### config.mk
export PLATFORM = sky130hd
export DESIGN_NAME = cmov_cmp_unit
export DESIGN_NICKNAME = d
export VERILOG_FILES = /design/src/rtl/cmc_pkg.sv /design/src/rtl/cmc_bsel.sv /design/src/rtl/cmc_flags.sv /design/src/rtl/cmc_cond.sv /design/src/rtl/cmov_cmp_unit.sv
export SDC_FILE = /design/constraint.sdc
export NUM_CORES = 1
export LEC_CHECK = 0
export ABC_CLOCK_PERIOD_IN_PS = 3600
export BUFFER_PORTS_ARGS = -buffer_cell sky130_fd_sc_hd__buf_4
export CORE_MARGIN = 10
export CORE_UTILIZATION = 42
export DETAILED_ROUTE_END_ITERATION = 16
export GPL_ROUTABILITY_DRIVEN = 0
export PLACE_DENSITY = 0.85
export SLEW_MARGIN = 20
export SYNTH_ARGS = -nofsm -noshare
export SYNTH_HDL_FRONTEND = slang
export SYNTH_SLANG_ARGS = --single-unit
### constraint.sdc
create_clock -name vclk -period 3.6
set_input_delay 0 -clock vclk [all_inputs]
set_output_delay 0 -clock vclk [all_outputs]
set_load 0.01 [all_outputs]
### src/rtl/cmc_pkg.sv
package cmc_pkg;
  typedef enum logic [2:0] {
    MC_EQ = 3'd0, MC_NE = 3'd1, MC_LT = 3'd2, MC_LE = 3'd3,
    MC_GT = 3'd4, MC_GE = 3'd5, MC_LBS = 3'd6, MC_LBC = 3'd7
  } mcond_e;

  typedef enum logic [1:0] {
    CF_EQ = 2'd0, CF_LT = 2'd1, CF_LE = 2'd2, CF_NONE = 2'd3
  } cfn_e;

  typedef struct packed {
    logic a_zero;
    logic a_neg;
    logic a_lsb;
    logic eq;
    logic lt_s;
    logic lt_u;
  } flags_t;
endpackage

### src/rtl/cmc_bsel.sv
module cmc_bsel #(
  parameter int W  = 64,
  parameter int LW = 8
) (
  input  logic          lit_en_i,
  input  logic [W-1:0]  b_reg_i,
  input  logic [LW-1:0] lit_i,
  output logic [W-1:0]  b_o
);
  localparam int PAD = W - LW;

  generate
    if (PAD > 0) begin : g_pad
      assign b_o = lit_en_i ? {{PAD{1'b0}}, lit_i} : b_reg_i;
      always_comb begin
        if (lit_en_i) p_lit_zext_r4: assert (b_o[W-1:LW] == '0);
      end
    end else begin : g_nopad
      assign b_o = lit_en_i ? lit_i[W-1:0] : b_reg_i;
    end
  endgenerate
endmodule

### src/rtl/cmc_flags.sv
module cmc_flags
  import cmc_pkg::*;
#(
  parameter int W = 64
) (
  input  logic [W-1:0] a_i,
  input  logic [W-1:0] b_i,
  output flags_t       flags_o
);
  logic [W:0] diff;

  // one subtractor feeds both orderings
  assign diff          = {1'b0, a_i} - {1'b0, b_i};
  assign flags_o.a_zero = (a_i == '0);
  assign flags_o.a_neg  = a_i[W-1];
  assign flags_o.a_lsb  = a_i[0];
  assign flags_o.eq     = (a_i == b_i);
  assign flags_o.lt_u   = diff[W];
  assign flags_o.lt_s   = (a_i[W-1] != b_i[W-1]) ? a_i[W-1] : diff[W-1];

  always_comb begin
    if (flags_o.eq) p_eq_no_order_r7: assert (!flags_o.lt_s && !flags_o.lt_u);
  end
endmodule

### src/rtl/cmc_cond.sv
module cmc_cond
  import cmc_pkg::*;
(
  input  logic [2:0] move_cond_i,
  input  logic [1:0] cmp_fn_i,
  input  logic       cmp_uns_i,
  input  flags_t     flags_i,
  output logic       take_o,
  output logic       cmp_bit_o
);
  logic lt_sel;

  assign lt_sel = cmp_uns_i ? flags_i.lt_u : flags_i.lt_s;

  always_comb begin
    unique case (mcond_e'(move_cond_i))
      MC_EQ:   take_o = flags_i.a_zero;
      MC_NE:   take_o = !flags_i.a_zero;
      MC_LT:   take_o = flags_i.a_neg;
      MC_LE:   take_o = flags_i.a_neg || flags_i.a_zero;
      MC_GT:   take_o = !flags_i.a_neg && !flags_i.a_zero;
      MC_GE:   take_o = !flags_i.a_neg;
      MC_LBS:  take_o = flags_i.a_lsb;
      MC_LBC:  take_o = !flags_i.a_lsb;
      default: take_o = 1'b0;
    endcase
  end

  always_comb begin
    unique case (cfn_e'(cmp_fn_i))
      CF_EQ:   cmp_bit_o = flags_i.eq;
      CF_LT:   cmp_bit_o = lt_sel;
      CF_LE:   cmp_bit_o = lt_sel || flags_i.eq;
      default: cmp_bit_o = 1'b0;
    endcase
  end
endmodule

### src/rtl/cmov_cmp_unit.sv
module cmov_cmp_unit
  import cmc_pkg::*;
#(
  parameter int W  = 64,
  parameter int LW = 8
) (
  input  logic          is_cmp_i,
  input  logic [2:0]    move_cond_i,
  input  logic [1:0]    cmp_fn_i,
  input  logic          cmp_uns_i,
  input  logic          lit_en_i,
  input  logic [W-1:0]  a_i,
  input  logic [W-1:0]  b_reg_i,
  input  logic [LW-1:0] lit_i,
  output logic [W-1:0]  wr_data_o,
  output logic          wr_en_o
);
  logic [W-1:0] b_sel;
  flags_t       flags;
  logic         take;
  logic         cmp_bit;

  cmc_bsel #(.W(W), .LW(LW)) i_bsel (
    .lit_en_i (lit_en_i),
    .b_reg_i  (b_reg_i),
    .lit_i    (lit_i),
    .b_o      (b_sel)
  );

  cmc_flags #(.W(W)) i_flags (
    .a_i     (a_i),
    .b_i     (b_sel),
    .flags_o (flags)
  );

  cmc_cond i_cond (
    .move_cond_i (move_cond_i),
    .cmp_fn_i    (cmp_fn_i),
    .cmp_uns_i   (cmp_uns_i),
    .flags_i     (flags),
    .take_o      (take),
    .cmp_bit_o   (cmp_bit)
  );

  assign wr_en_o   = is_cmp_i | take;
  assign wr_data_o = is_cmp_i ? {{(W-1){1'b0}}, cmp_bit} : b_sel;

  always_comb begin
    if (is_cmp_i) p_cmp_form_r6: assert (wr_en_o && wr_data_o[W-1:1] == '0);
    if (!is_cmp_i) p_move_pass_r3: assert (wr_data_o == b_sel);
    if (!is_cmp_i && move_cond_i == MC_EQ) p_eq_zero_r1: assert (wr_en_o == (a_i == '0));
    if (!is_cmp_i && move_cond_i == MC_LBS) p_lbs_bit0_r9: assert (wr_en_o == a_i[0]);
  end
endmodule

======== Word-level counts from Yosys, hierarchy flattened ========
Index checks and enable logic that the tools add are counted.
storage, ports and cells
  register bits ........................... 0
  input bits .............................. 144
  output and inout port bits .............. 65
  logic and storage cells ................. 28
operators by class
  add/sub/neg operators ................... 1
  equality and inequality tests ........... 11
  mux-type cells .......................... 6
  bitwise logic cells ..................... 1
  reductions and logical operators ........ 9
operators by type and width
  cell                  count
  $mux W64              2
  $sub A64 B64 Y65      1
  $eq A64 B64 Y1        1
  $logic_not A64 Y1     1
  $eq A3 B3 Y1 const B  4
  $pmux W1 S8           1
  $eq A3 B2 Y1 const B  2
  $eq A3 B1 Y1 const B  1
  $logic_not A1 Y1      3
  $logic_not A3 Y1      1
  $pmux W1 S3           1
  $eq A2 B1 Y1 const B  1
  $eq A2 B2 Y1 const B  1
  $logic_not A2 Y1      1
  $logic_or A1 B1 Y1    2
  $mux W1               2
  $logic_and A1 B1 Y1   1
  $ne A1 B1 Y1          1
  $or A1 B1 Y1          1

======== Logic depth before layout (Yosys ltp) ========
Gate-level depths: netlist of the first run.
  word-level depth ........................ 7
  gate-level depth with buffers ........... 15
  mapped depth without buffers ............ 13

======== Hierarchy ========
From an unflattened synthesis of the first run, not the netlist that was laid out.
second synthesis, totals
  cell total of the unflattened synthesis .. 450
  area total of the unflattened synthesis .. 3171.8 µm²
by module, submodules not included
  module         times used  cells an instance  area an instance (µm²)  sequential area each (µm²)
  cmc_flags      1           293                2103.3                  0.0
  cmc_bsel       1           71                 511.7                   0.0
  cmov_cmp_unit  1           72                 451.7                   0.0
  cmc_cond       1           14                 105.1                   0.0

======== Worst setup path after synthesis of the first run ========
Ideal clock, no wire load.
  kind .................................... input port to output port
  start ................................... input port lit_en_i
  end ..................................... output port wr_data_o[0]
  data arrival time ....................... 2.806 ns
  data required time ...................... 3.600 ns
  path slack .............................. 0.794 ns
  cell stages on the path ................. 15
  buffers on the path ..................... 2
  path through ............................ buf_2 -> buf_1 -> nand2b_1 -> ha_1 -> nand4_1 -> or3_1 -> or3_4 -> nor3_2 -> o21a_1 -> nor3_1 -> fa_1 -> nand3b_1 -> a21oi_1 -> a21oi_1 -> o21ai_1
between the ends
  cells in the longest elaborated chain, start to end .. 7
  elaborated cells on any way between the ends .. 9
  classes of those cells .................. 1 x add/sub; 2 x eq/ne; 5 x mux; 1 x reduce/logical
RTL lines
  what                                              RTL line                          text
  start, declared                                   cmov_cmp_unit.sv:11               input logic lit_en_i,
  $mux W64 (*)                                      cmc_bsel.sv:14                    assign b_o = lit_en_i ? {{PAD{1'b0}}, lit_i} : b_reg_i;
  $sub A64 B64 Y65 or $ne A1 B1 Y1 (tied branches)  cmc_flags.sv:13, cmc_flags.sv:19
  $mux W1                                           cmc_flags.sv:19                   assign flags_o.lt_s = (a_i[W-1] != b_i[W-1]) ? a_i[W-1] : diff[W-1];
  $mux W1                                           cmc_cond.sv:13                    assign lt_sel = cmp_uns_i ? flags_i.lt_u : flags_i.lt_s;
  $logic_or A1 B1 Y1                                cmc_cond.sv:33                    CF_LE: cmp_bit_o = lt_sel || flags_i.eq;
  $pmux W1 S3                                       cmc_cond.sv:30                    unique case (cfn_e'(cmp_fn_i))
  $mux W64 (*)                                      cmov_cmp_unit.sv:46               assign wr_data_o = is_cmp_i ? {{(W-1){1'b0}}, cmp_bit} : b_sel;
  end, declared                                     cmov_cmp_unit.sv:15               output logic [W-1:0] wr_data_o,
Mark *: on every way between the ends. The rest lies on a longest branch, timed or not.

======== Worst setup path after layout of the first run ========
Ends and elaborated chain as after synthesis.

==> results of run 1 <==
==> cell type report <==
cell class	instances	area, um^2	area share (%)
inverters	9	33.78	0.8048
multi-input cells	357	2501	59.58
well taps	75	93.84	2.235
repair buffers	209	1569	37.38
==> logic make-up (layout without fill, tap and decap cells) <==
| logic type | count (synthesis) | in the layout | share of synthesized area (%) |
|---|---|---|---|
| and+or+nand+nor | 212 | 212 | 43.48 |
| AOI/OAI and AO/OA | 69 | 69 | 17.13 |
| adders and majority gates | 65 | 65 | 31.66 |
| buffers and inverters | 24 | 218 | 3.523 |
| muxes | 9 | 9 | 3.523 |
| xor gates and xnor gates | 2 | 2 | 0.6758 |
==> metal layers <==
metal	global-route usage [%]	vias up
li1	-	1808
met1	25.81	1687
met2	43.87	165
met3	5.098	10
met4	2.315	0
met5	0	-
==> through the flow <==
step	setup slack (ns)	cell area, um^2
final	0.4435	4198
after global routing	0.2312	4198
after CTS	0.4725	4198
after detailed placement	0.4837	4198
after global placement	0.6425	4198
after floorplan	0.7937	2592
==> placed cells by master (no fill, tap or decap), types with 2 or more instances in the layout <==
cell type  netlist  final
buf_4            0    209
nor2_1          69     69
ha_1            64     64
nand2b_1        57     57
a21oi_1         25     25
nor4_1          19     19
nand4_1         18     18
nand3_1         15     15
a21o_1          14     14
nand2_1         11     11
inv_1            9      9
o21ai_0          9      9
mux2i_1          8      8
nor3_1           6      6
and3_1           3      3
a311oi_1         3      3
nor2b_1          2      2
a211oi_1         2      2
or3_4            2      2
a31oi_1          2      2
or3_1            2      2
a221oi_1         2      2
o211ai_1         2      2
nand3b_1         2      2
o21a_1           2      2
==> power breakdown <==
group | switching, uW | leakage (uW) | total [uW] | internal (uW)
Clock | 0 | 0 | 0 | 0
Combinational | 240 | 0.00216 | 497 | 257
Sequential | 0 | 0 | 0 | 0
Total | 240 | 0.00216 | 497 | 257
==> worst max path at each step <==
stage                     cells after the start  slack, ns      from      endpoint
after floorplan                              15       0.79  lit_en_i  wr_data_o[0]
after global placement                       15       0.64  lit_en_i  wr_data_o[0]
after detailed placement                     15       0.48  lit_en_i  wr_data_o[0]
after CTS                                    15       0.47  lit_en_i  wr_data_o[0]
after global routing                         15       0.23  lit_en_i  wr_data_o[0]
final                                        15       0.44  lit_en_i  wr_data_o[0]
==> results.toml, run 1 <==
[outcome]
status = "completed"

[worst_hold_path]
hold_depth = 3
hp-class = "input pin to output pin"
min_from = "move_cond_i[2]"
whs_endpoint = "wr_en_o"

[cells_and_area]
diodes = 0
layout.area.seq_um2 = 0
drive_gt1_share_pct = 37.22
area_growth_syn_to_layout_pct = 61.92
final_cell_count_no_fill = 650
clock_buffers = 0
post-route-util_pct = 70.48
seq_cells = 0
layout.nets = 786
fillers = 511

[sta]
hold_slack_ns = 0.3143
timing.final.crit_share_pct = 87.68
rsz0062_at_grt = "false"
final-hold-violation-count = 0
tns_ns = 0
worst-slew-pin-transition_ns = 0.6734
setup_viol = 0
drv_slew = 0
max_freq_mhz = 316.8
max_slew_margin_pct = 54.69
fin_crit_ns = 3.157

[synthesis]
yosysMostFrequentCell = "nor2_1"
postSynthCellCount = 381
ys_warn_count = 0
ys_top_cells_by_area = "ha_1, nand2b_1, nor2_1, a21oi_1, nor4_1"
avgSynthCellArea_um2 = 6.804
netlist_area_um2 = 2592
ys_top_cells_by_count = "nor2_1, ha_1, nand2b_1, a21oi_1, nor4_1"
yosys.area.top_type = "ha_1"
yosysSeqAreaShare_pct = 0
netlist-cell-type-count = 45
yosysTopAreaCellShare_pct = 30.89
syn_nets = 590

[global_routing]
grt_pass1_wl_um = 19230
grtUsageTotal_pct = 22.93
grt_max_degree = 67
antenna_found_initial = 0
grt_pass1_vias = 3856
overflow = 0

[power_and_ir_drop]
p_leak_uw = 0.002159
power.total_uw = 497.0
p_per_area_nw_per_um2 = 118.4
peakVddDrop_v = 0.00006225

[worst_setup_path]
cpPeakStageDelay_ns = 0.42
cp_top_family = "simple AND/OR/NAND/NOR gates"
critical_path_buf_inv_count = 2
cp-end-kind = "output pin"
critical_path_class = "input pin to output pin"
critPathLaunchType = "input pin"
required_ns = 3.60
crit_chain = "buf_4 -> nand2b_1 -> ha_1 -> nand3_2 -> or3_4 -> or3_4 -> nor3_2 -> o21a_1 -> nor3_1 -> fa_1 -> nand3b_1 -> a21oi_1 -> a21oi_1 -> o21ai_1 -> buf_4"
cp.arrival_ns = 3.16
cp_max_fo = 64
slowest_stage = "or3_4"

[placed_design]
io_buffers = 209
hpwl_um = 10750
place_inst = 650

[route]
wl_um = 12260
met1_length_um = 5001
wl_per_cell_um = 18.86
wl_met2_um = 6239
drc = 0
drtIter0Drc = 175
dr.pass1.iters = 5
met3WireLength_um = 890
postRouteAntennaNets = 0
via_per_inst = 5.646
routed.top_layer = "met4"
vias = 3670

[job]
cap_violations = 0

[die]
core.rowCount = 28
top_level_ports = 209
die_area_um2 = 9715
die_height_um = 98.57
floorplan.core_area_um2 = 5956
die_x_um = 98.57
start_util_pct = 43.53

[clock_network]
postCtsHoldBufs = 0
post_cts_buffers = 0
cts_resized = 0
No activity file was read; power rests on OpenSTA's default activity.
==> inputs of run 2 (changes only) <==
CORE_UTILIZATION = 45   (was 42)
SYNTH_HIERARCHICAL = 1   (was not set)
==> run 2 against run 1 <==
Net effect: hold slack gained 0.13 ns; via count grew 7.9%; critical path depth up 1; cell area rose by 13%; sequential share of layout area is the same; cell count is 14% higher; combinational power grew 11%.
==> results.toml, run 2 <==
[synthesis]
ys_top_cells_by_area = "ha_1, nor2b_1, inv_1, a21oi_1, nor4_1"
yosysSeqAreaShare_pct = 0
yosysTopAreaCellShare_pct = 25.25
postSynthCellCount = 450
ys_warn_count = 6
netlist-cell-type-count = 55
yosysMostFrequentCell = "nor2b_1"
yosys.area.top_type = "ha_1"
avgSynthCellArea_um2 = 7.048
syn_nets = 659
ys_top_cells_by_count = "nor2b_1, inv_1, ha_1, a21oi_1, nand3_1"
netlist_area_um2 = 3172

[route]
via_per_inst = 5.359
drtIter0Drc = 107
wl_per_cell_um = 17.01
drc = 0
vias = 3960
dr.pass1.iters = 5
postRouteAntennaNets = 0
wl_um = 12570

[die]
die_area_um2 = 10810
start_util_pct = 46.43
floorplan.core_area_um2 = 6832
top_level_ports = 209
die_height_um = 104.0
die_x_um = 104.0
core.rowCount = 30

[worst_setup_path]
critical_path_class = "input pin to output pin"
cp-end-kind = "output pin"
crit_chain = "buf_6 -> nor2b_1 -> inv_1 -> ha_1 -> nand3_1 -> nor3_1 -> and4_4 -> and4_1 -> a221o_1 -> nor3_2 -> fa_1 -> mux2_4 -> a211oi_2 -> a21oi_1 -> mux2_2 -> buf_4"
cp_max_fo = 64
critPathLaunchType = "input pin"
slowest_stage = "fa_1"
required_ns = 3.60
cp.arrival_ns = 3.33
cpPeakStageDelay_ns = 0.38

[sta]
setup_viol = 0
final-hold-violation-count = 0
max_slew_margin_pct = 57.66
setup_ws_ns = 0.2705
drv_slew = 0
worst-slew-pin-transition_ns = 0.6293
rsz0062_at_grt = "false"
tns_ns = 0
max_freq_mhz = 300.3
fin_crit_ns = 3.330
timing.final.crit_share_pct = 92.49

[power_and_ir_drop]
power.total_uw = 550.6
p_leak_uw = 0.002358
peakVddDrop_v = 0.00005072
p_per_area_nw_per_um2 = 115.7

[cells_and_area]
final_common_cell = "buf_4"
final_cell_mix = "buf_4, nor2b_1, inv_1"
final_cell_area_um2 = 4758
area_growth_syn_to_layout_pct = 50.02
fillers = 577
multi_input_area_um2 = 2821
drive_gt1_share_pct = 36.08
diodes = 0
seq_cells = 0
layout.nets = 854
layout.area.seq_um2 = 0
clock_buffers = 0

[placed_design]
place_ws_ns = 0.1793
hpwl_um = 11080
placed_cell_area_um2 = 4755
io_buffers = 209

[global_routing]
antenna_found_initial = 0
grtUsageTotal_pct = 21.38
grt_max_degree = 66
overflow = 0
grt_pass1_wl_um = 19950
grt_pass1_vias = 4081

[worst_hold_path]
hp-class = "input pin to output pin"
hold_depth = 4

[clock_network]
postCtsHoldBufs = 0

[job]
cap_violations = 0

[outcome]
status = "completed"
run 2: kinds of logic after synthesis:
family                     Yosys count  share of synthesized area (%)
AOI/OAI and AO/OA                   80                          17.75
adders and majority gates           65                          25.88
buffers and inverters               81                          11.04
muxes                               10                          4.142
and+or+nand+nor                    214                          41.18
run 2: layer usage:
metal  vias to the layer above  wire, um  global-route usage [%]
met5                         -         0                       0
met1                      1806      5119                   23.90
met2                       174      6392                   40.59
met3                        16       877                   4.895
met4                         0       182                   2.883
li1                       1964         -                       -
run 2: layout make-up:
| cell class | count | share of cell area, % |
|---|---|---|
| repair buffers | 209 | 33.05 |
| well taps | 96 | 2.524 |
| multi-input cells | 369 | 59.30 |
| inverters | 65 | 5.128 |
run 2: timing repair:
action,4_1_cts,5_1_grt
gates resized for setup,0,1
hold endpoints to repair,0,0
endpoints found under the setup margin,0,1
buffers inserted,0,0
run 2: critical path: cells and delay by family:
family / cells / cell delay (ns)
simple gates: 6 / 1.17
buf+inv: 3 / 0.42
fa+ha+maj: 2 / 0.71
mux: 2 / 0.55
compound gates: 3 / 0.44
run 2: worst paths after layout:
kind	from	slack, ns	to
hold / removal	b_reg_i[9]	0.44	wr_data_o[9]
setup / recovery	lit_en_i	0.27	wr_data_o[0]
run 2: where the power goes:
| part | switching [uW] | total, uW | internal [uW] | leakage (uW) |
|---|---|---|---|---|
| clock network | 0 | 0 | 0 | 0 |
| logic | 257 | 551 | 293 | 0.00236 |
| registers | 0 | 0 | 0 | 0 |
| total | 257 | 551 | 293 | 0.00236 |
run 2: stage by stage:
step,std cells,hold WS [ns],util (%)
floorplan,450,0.2443,-
global placement,739,0.4472,69.60
detailed placement,739,0.4445,69.60
CTS,739,0.4454,69.60
global route,739,0.4709,69.65
finish,739,0.4415,69.65
